File: src/rtl/cfg_stream_pkg.sv
`timescale 1ns/1ps
package cfg_stream_pkg;
    typedef enum logic [1:0] {
        ST_HOLD = 2'd0,
        ST_WAIT = 2'd1,
        ST_RUN  = 2'd2,
        ST_STOP = 2'd3
    } cfg_st_e;
endpackage

File: src/rtl/cfg_start_sel.sv
`timescale 1ns/1ps
module cfg_start_sel #(
    parameter int ADDR_W = 24
) (
    input  logic              mode_master_i,
    input  logic [ADDR_W-1:0] ldr_addr_i,
    input  logic [ADDR_W-1:0] strap_addr_i,
    output logic [ADDR_W-1:0] start_o,
    output logic [ADDR_W-1:0] start_nxt_o
);
    always_comb begin
        start_o     = mode_master_i ? ldr_addr_i : strap_addr_i;
        start_nxt_o = start_o + ADDR_W'(1);
    end
endmodule

File: src/rtl/cfg_addr_ctr.sv
`timescale 1ns/1ps
module cfg_addr_ctr #(
    parameter int ADDR_W = 24
) (
    input  logic              clk,
    input  logic              rst_n,
    input  logic              clr_i,
    input  logic              load_i,
    input  logic [ADDR_W-1:0] load_val_i,
    input  logic              inc_i,
    output logic [ADDR_W-1:0] q_o
);
    logic [ADDR_W-1:0] cnt_d, cnt_q;

    always_comb begin
        cnt_d = cnt_q;
        if (clr_i)       cnt_d = '0;
        else if (load_i) cnt_d = load_val_i;
        else if (inc_i)  cnt_d = cnt_q + ADDR_W'(1);
    end

    always_ff @(posedge clk or negedge rst_n) begin
        if (!rst_n) cnt_q <= '0;
        else        cnt_q <= cnt_d;
    end

    assign q_o = cnt_q;
endmodule

File: src/rtl/cfg_stream_engine.sv
`timescale 1ns/1ps
module cfg_stream_engine #(
    parameter int ADDR_W   = 24,
    parameter int DATA_W   = 16,
    parameter int HOLD_CYC = 4
) (
    input  logic              clk,
    input  logic              rst_n,
    input  logic              rdy_line_i,
    output logic              rdy_pull_o,
    input  logic              mode_master_i,
    input  logic [ADDR_W-1:0] ldr_addr_i,
    input  logic [ADDR_W-1:0] strap_addr_i,
    input  logic              done_i,
    input  logic              oe_i,
    output logic [DATA_W-1:0] dq_o,
    output logic              dq_oe_o,
    output logic              dq_vld_o,
    output logic [ADDR_W-1:0] mem_addr_o,
    output logic              mem_rd_o,
    input  logic [DATA_W-1:0] mem_rdata_i
);
    import cfg_stream_pkg::*;

    localparam int HC_W = (HOLD_CYC < 2) ? 1 : $clog2(HOLD_CYC);

    typedef struct packed {
        cfg_st_e         st;
        logic [HC_W-1:0] hold;
    } ctl_t;

    ctl_t ctl_d, ctl_q;

    logic [ADDR_W-1:0] start_addr, start_nxt, ctr_q;
    logic              ctr_clr, ctr_ld, ctr_inc;

    cfg_start_sel #(.ADDR_W(ADDR_W)) u_sel (
        .mode_master_i (mode_master_i),
        .ldr_addr_i    (ldr_addr_i),
        .strap_addr_i  (strap_addr_i),
        .start_o       (start_addr),
        .start_nxt_o   (start_nxt)
    );

    cfg_addr_ctr #(.ADDR_W(ADDR_W)) u_ctr (
        .clk        (clk),
        .rst_n      (rst_n),
        .clr_i      (ctr_clr),
        .load_i     (ctr_ld),
        .load_val_i (start_nxt),
        .inc_i      (ctr_inc),
        .q_o        (ctr_q)
    );

    // Next-state logic: the session controller and the memory request.
    always_comb begin
        ctl_d      = ctl_q;
        ctr_clr    = 1'b0;
        ctr_ld     = 1'b0;
        ctr_inc    = 1'b0;
        mem_rd_o   = 1'b0;
        mem_addr_o = ctr_q;
        rdy_pull_o = 1'b0;
        unique case (ctl_q.st)
            ST_HOLD: begin
                rdy_pull_o = 1'b1;
                if (ctl_q.hold == HC_W'(HOLD_CYC - 1)) begin
                    ctl_d.st   = ST_WAIT;
                    ctl_d.hold = '0;
                end else begin
                    ctl_d.hold = ctl_q.hold + HC_W'(1);
                end
            end
            ST_WAIT: begin
                mem_addr_o = start_addr;
                if (rdy_line_i) begin
                    mem_rd_o = 1'b1;      // prefetch the first word
                    ctr_ld   = 1'b1;
                    ctl_d.st = ST_RUN;
                end
            end
            ST_RUN: begin
                if (!rdy_line_i) begin    // abort outranks done
                    ctr_clr  = 1'b1;
                    ctl_d.st = ST_WAIT;
                end else if (done_i) begin
                    ctl_d.st = ST_STOP;
                end else begin
                    mem_rd_o = 1'b1;
                    ctr_inc  = 1'b1;
                end
            end
            ST_STOP: begin
                if (!rdy_line_i) begin
                    ctr_clr  = 1'b1;
                    ctl_d.st = ST_WAIT;
                end
            end
            default: ctl_d.st = ST_HOLD;
        endcase
    end

    always_ff @(posedge clk or negedge rst_n) begin
        if (!rst_n) ctl_q <= '{st: ST_HOLD, hold: '0};
        else        ctl_q <= ctl_d;
    end

    assign dq_vld_o = (ctl_q.st == ST_RUN);
    assign dq_o     = dq_vld_o ? mem_rdata_i : '0;
    assign dq_oe_o  = oe_i & dq_vld_o;
endmodule

File: config.mk
export PLATFORM = sky130hd
export DESIGN_NAME = cfg_stream_engine
export DESIGN_NICKNAME = d
export VERILOG_FILES = /design/src/rtl/cfg_stream_pkg.sv /design/src/rtl/cfg_start_sel.sv /design/src/rtl/cfg_addr_ctr.sv /design/src/rtl/cfg_stream_engine.sv
export SDC_FILE = /design/constraint.sdc
export NUM_CORES = 1
export LEC_CHECK = 0
export BUFFER_PORTS_ARGS = -buffer_cell sky130_fd_sc_hd__buf_2
export CORE_MARGIN = 10
export CORE_UTILIZATION = 52
export CTS_CLUSTER_SIZE = 8
export DETAILED_ROUTE_END_ITERATION = 8
export HOLD_SLACK_MARGIN = 0.03
export PLACE_DENSITY = 0.89
export SETUP_SLACK_MARGIN = 0.5
export SYNTH_ARGS = -nofsm -noshare
export SYNTH_HDL_FRONTEND = slang
export SYNTH_SLANG_ARGS = --single-unit
File: constraint.sdc
create_clock -name clk -period 6.83 [get_ports clk]
set_clock_uncertainty 0.2 [all_clocks]
set_input_delay 1.7075 -clock clk [delete_from_list [all_inputs] [get_ports clk]]
set_output_delay 1.7075 -clock clk [all_outputs]
set_load 0.05 [all_outputs]
# After elaboration in Yosys (flattened, before gate mapping)
# Cells that the tools add are included.
dict set report classes {
  n_addsub 3
  n_eq_ne 8
  n_mux 22
  n_bitwise 1
  n_reduce_logical 4
}
# cell count
set op_table {}
lappend op_table {{$mux 24} 5}
lappend op_table {{$add 24x1->24 const B} 2}
lappend op_table {{$mux 16} 1}
lappend op_table {{$mux 2} 6}
lappend op_table {{$mux 1} 8}
lappend op_table {{$pmux 2 s4} 1}
lappend op_table {{$eq 2x2->1 const B} 3}
lappend op_table {{$ne 2x2->1 const B} 3}
lappend op_table {{$reduce_and 4->1} 1}
lappend op_table {{$ne 3x3->1 const B} 1}
lappend op_table {{$reduce_bool 3->1} 1}
lappend op_table {{$add 2x1->2 const B} 1}
lappend op_table {{$eq 2x1->1 const B} 1}
lappend op_table {{$logic_not 2->1} 1}
lappend op_table {{$pmux 1 s2} 1}
lappend op_table {{$reduce_or 2->1} 1}
lappend op_table {{$and 1x1->1} 1}
dict set report word_totals {
  regBits 28
  inputBits 70
  out_inout_bits 44
  word_cells 41
}

# Logic depth before layout (Yosys ltp)
dict set report logic_depth {
  depth_word 6
  mapped_depth 13
  mapped_depth_nobuf 11
}

# Hierarchy
# From an unflattened synthesis, not the netlist that was laid out.
dict set report hier_totals {
  cells_unflattened 391
  area_unflattened_um2 3414.5
}
# mod n_inst cells_per_inst area_each_um2 seq_area_each_um2
set modules_own_cells {}
lappend modules_own_cells {cfg_addr_ctr 1 182 1655.3 600.6}
lappend modules_own_cells {cfg_start_sel 1 130 978.4 0.0}
lappend modules_own_cells {cfg_stream_engine 1 79 780.7 100.1}

# Worst setup path after synthesis
# OpenSTA, ideal clock, no wires.
dict set report synth_path {
  path_kind {input to output}
  start {input port rdy_line_i}
  end {output port mem_rd_o}
  arrival_ns 3.047
  required_ns 4.922
  setup_slack_ns 1.876
  stages 5
  n_path_buf 3
  cell_sequence {buf_2 buf_1 o21a_1 clkbuf_1 and2_1}
}
dict set report synth_between {
  elab_chain_len 2
  word_cells_on_any_way 3
  cone_classes {mux (3)}
}
# element line
set synth_lines {}
lappend synth_lines {{start: declaration} cfg_stream_engine.sv:9} ;# input logic rdy_line_i,
lappend synth_lines {{$mux 1, on equally long branches} {cfg_stream_engine.sv:83, cfg_stream_engine.sv:76}}
lappend synth_lines {{$pmux 1 s2 *} cfg_stream_engine.sv:64} ;# unique case (ctl_q.st)
lappend synth_lines {{end: declaration} cfg_stream_engine.sv:20} ;# output logic mem_rd_o,
# Mark *: on every way between the ends. The rest lies on a longest branch, timed or not.

# Worst setup path in the final report
dict set report layout_path {
  start {input port mode_master_i}
  end {output port mem_addr_o[2]}
}
dict set report layout_between {
  elab_chain_len 2
}
# element line
set layout_lines {}
lappend layout_lines {{start: declaration} cfg_stream_engine.sv:11} ;# input logic mode_master_i,
lappend layout_lines {{$mux 24} cfg_start_sel.sv:12} ;# start_o = mode_master_i ? ldr_addr_i : strap_addr_i;
lappend layout_lines {{$mux 24} cfg_stream_engine.sv:64}
lappend layout_lines {{end: declaration} cfg_stream_engine.sv:19} ;# output logic [ADDR_W-1:0] mem_addr_o,
# No other way between the ends.

==> impl_metrics.tcl <==
set metrics [dict create \
    port_buffers 113 \
    crit_path_end_kind "output pin" \
    timing.setup.tns_ps 0 \
    p_clk_frac 0.063 \
    cp_max_fo 24 \
    utilization 0.675 \
    worstSetupPathType "in -> out" \
    area_growth_pct 22.7 \
    grt_max_degree 51 \
    wl_per_cell_um 16.1 \
    holdBufCountCts 0 \
    critical_path.max_stage_delay_ps 560 \
    rsz0062_at_grt "no" \
    clock-sinks 28 \
    status "completed" \
    clk_pin_slew_ps 100 \
    yosysWarnings 0 \
    postRouteAntennaNets 0 \
    post-cts-setup-buffers 0 \
    vias 2861 \
    numCtsBuffers 3 \
    ys_seq_area_frac 0.264 \
    mappedNetlistArea_mm2 0.00265 \
    hold_violations 0 \
    yosys_register_bits 28 \
    ir_worst_vdd_mv 0.317 \
    combPwrFrac 0.766 \
    slew_headroom 0.356 \
    place_congestion 0.843 \
    die_h_um 91.4 \
    grtUsageMet2 0.344 \
    leakage_nw 1.70 \
    power_switching_share 0.615 \
    critPathTopFamily "buffers and inverters" \
    viasPerCell 5.69 \
    grt_pass1_wl_mm 14.0 \
    worst_pin_slew_ps 966 \
    antenna_found_initial 0 \
    finalCritPeriodShare 0.748 \
    power_switching_w 0.00106 \
    drive_gt1_frac 0.296 \
    grt_use_met1 0.224 \
    hold_slack_ps 286 \
    min_path_type "reg -> reg" \
    syn_inst 341 \
    met3_usage 0.0313 \
    p_seq_frac 0.172 \
    cts_root_buf "clkbuf_8" \
    path_buf_inv 2 \
    grt_pass1_vias 2980 \
    overflow 0 \
    pin_count 114 \
    slew_violations 0 \
    worstPathRequired_ps 4920 \
    firstDrtPassIters 4 \
    busiest_layer "met2" \
    syn-num-nets 417 \
    cts_tree "yes" \
    num_rows 25 \
    core_mm2 0.00482 \
    cts.path.max_buffers 2 \
    cp_data_arrival_time_ps 3200 \
    cts_resized 0 \
    avgSynthCellArea_um2 7.77 \
    yosys.cell_types.count 41 \
    num_antenna_cells 0 \
    die_width_um 91.4 \
    final_nets 513 \
    htreeDepth 1 \
    dieArea_mm2 0.00835 \
    clkLatencyLatePin_ps 280 \
    dr.first_iter.drc_count 194 \
    post-route-drc-count 0 \
    crit_slowest_cell "buf_2" \
    fillCellCount 436 \
    setup_viol 0 \
    fmax_mhz 196 \
    internal_power_w 0.000661 \
    period_minus_slack_ps 5110 \
    grtUsageTotal 0.190 \
    path_cells "buf_2, mux2_2, mux2_2, buf_2" \
    worst_setup_path_start_kind "primary input" \
    routed_wl_mm 8.10 \
    cap_violations 0 \
    power.density_mw_per_mm2 528 \
    hpwl_mm 6.01 \
    initial_core_util 0.550 \
]
-- flip-flops by register name, summed over array words and instances (netlist names) --
signal,count
u_ctr.q_o,24
ctl_q,4
-- cells in the final DEF (no fill, tap or decap), types with 4 or more instances in the layout --
cell,count
inv_1,6
a21oi_1,52
xnor2_1,12
a21o_1,21
buf_2,113
nand2_1,28
nand3_1,12
and2_1,20
clkbuf_8,4
dfrtp_1,28
nand4_1,7
mux2i_1,28
ha_1,5
o21ai_0,18
nor2_1,42
-- final timing paths --
check / from / end / slack [ps] / depth (start not counted)
hold / removal: ctl_q[0] / ctl_q[0] / 290 / 1
setup reg to reg: ctl_q[3] / u_ctr.q_o[22] / 2320 / 12
max in group asynchronous: rst_n / u_ctr.q_o[2] / 4720 / 1
min in group asynchronous: rst_n / u_ctr.q_o[6] / 1260 / 1
setup / recovery: mode_master_i / mem_addr_o[2] / 1720 / 4
hold reg to reg: ctl_q[0] / ctl_q[0] / 290 / 1
-- stage by stage --
step	cells	total power, W	setup WS (ps)	instance area [um^2]
after CTS	503	0.00172	1730	3250
final	503	0.00172	1720	3250
after global routing	503	0.00185	1610	3250
after floorplan	341	0.00134	1880	2650
after detailed placement	499	0.00160	1730	3200
after global placement	499	0.00157	1760	3200
-- layer usage --
layer | part of all wire | wire [um]
met1 | 0.41 | 3330
met2 | 0.51 | 4120
met3 | 0.069 | 555
met4 | 0.010 | 83
met5 | 0 | 0
-- power groups by stage --
stage	logic (W)	clock network [W]	registers, W
floorplan	0.00106	0	0.000281
global placement	0.00128	0	0.000293
detailed placement	0.00131	0	0.000297
CTS	0.00132	0.000109	0.000294
global route	0.00143	0.000114	0.000305
finish	0.00132	0.000108	0.000295
-- cell usage after synthesis, drive strengths merged --
library cell  instances  area [um^2]
buf                  14         86.3
nand2                28          105
a21o                 21          158
clkbuf               11         41.3
o211a                 1         10.0
ha                    6         75.1
a21oi                52          260
a22oi                 3         22.5
nand4                 8         65.1
nand3b                1         7.51
nor2b                 1         6.26
o21ai                19         95.1
mux2i                28          280
nor4b                 1         8.76
nand3                12         60.1
xnor2                12          105
xor2                  2         17.5
dfrtp                28          701
and3                  1         6.26
o311ai                1         8.76
or3                   1         6.26
nand2b                2         12.5
o21a                  1         7.51
inv                   6         22.5
nor4                  6         80.1
a22o                  2         17.5
or4                   3         22.5
mux2                  3         33.8
and2                 20          125
and4b                 1         10.0
a211o                 2         17.5
nor2                 42          158
a32oi                 2         17.5
-- area by class of cell --
cell class	count	area, um^2	area share
clock buffers	4	55.1	0.0169
inverters	6	22.5	0.00693
multi-input cells	282	1800	0.554
flip-flops and latches	28	701	0.215
well taps	67	83.8	0.0258
repair buffers	116	588	0.181
-- cell families after synthesis --
logic type                 after synthesis  share of synthesized area
xor gates and xnor gates                14                     0.0463
DFF                                     28                      0.264
and+or+nand+nor                        127                      0.254
adders and majority gates                6                     0.0283
buffers and inverters                   31                     0.0567
muxes                                   31                      0.119
AOI/OAI and AO/OA                      104                      0.232
Power figures use the tool's default switching activity.
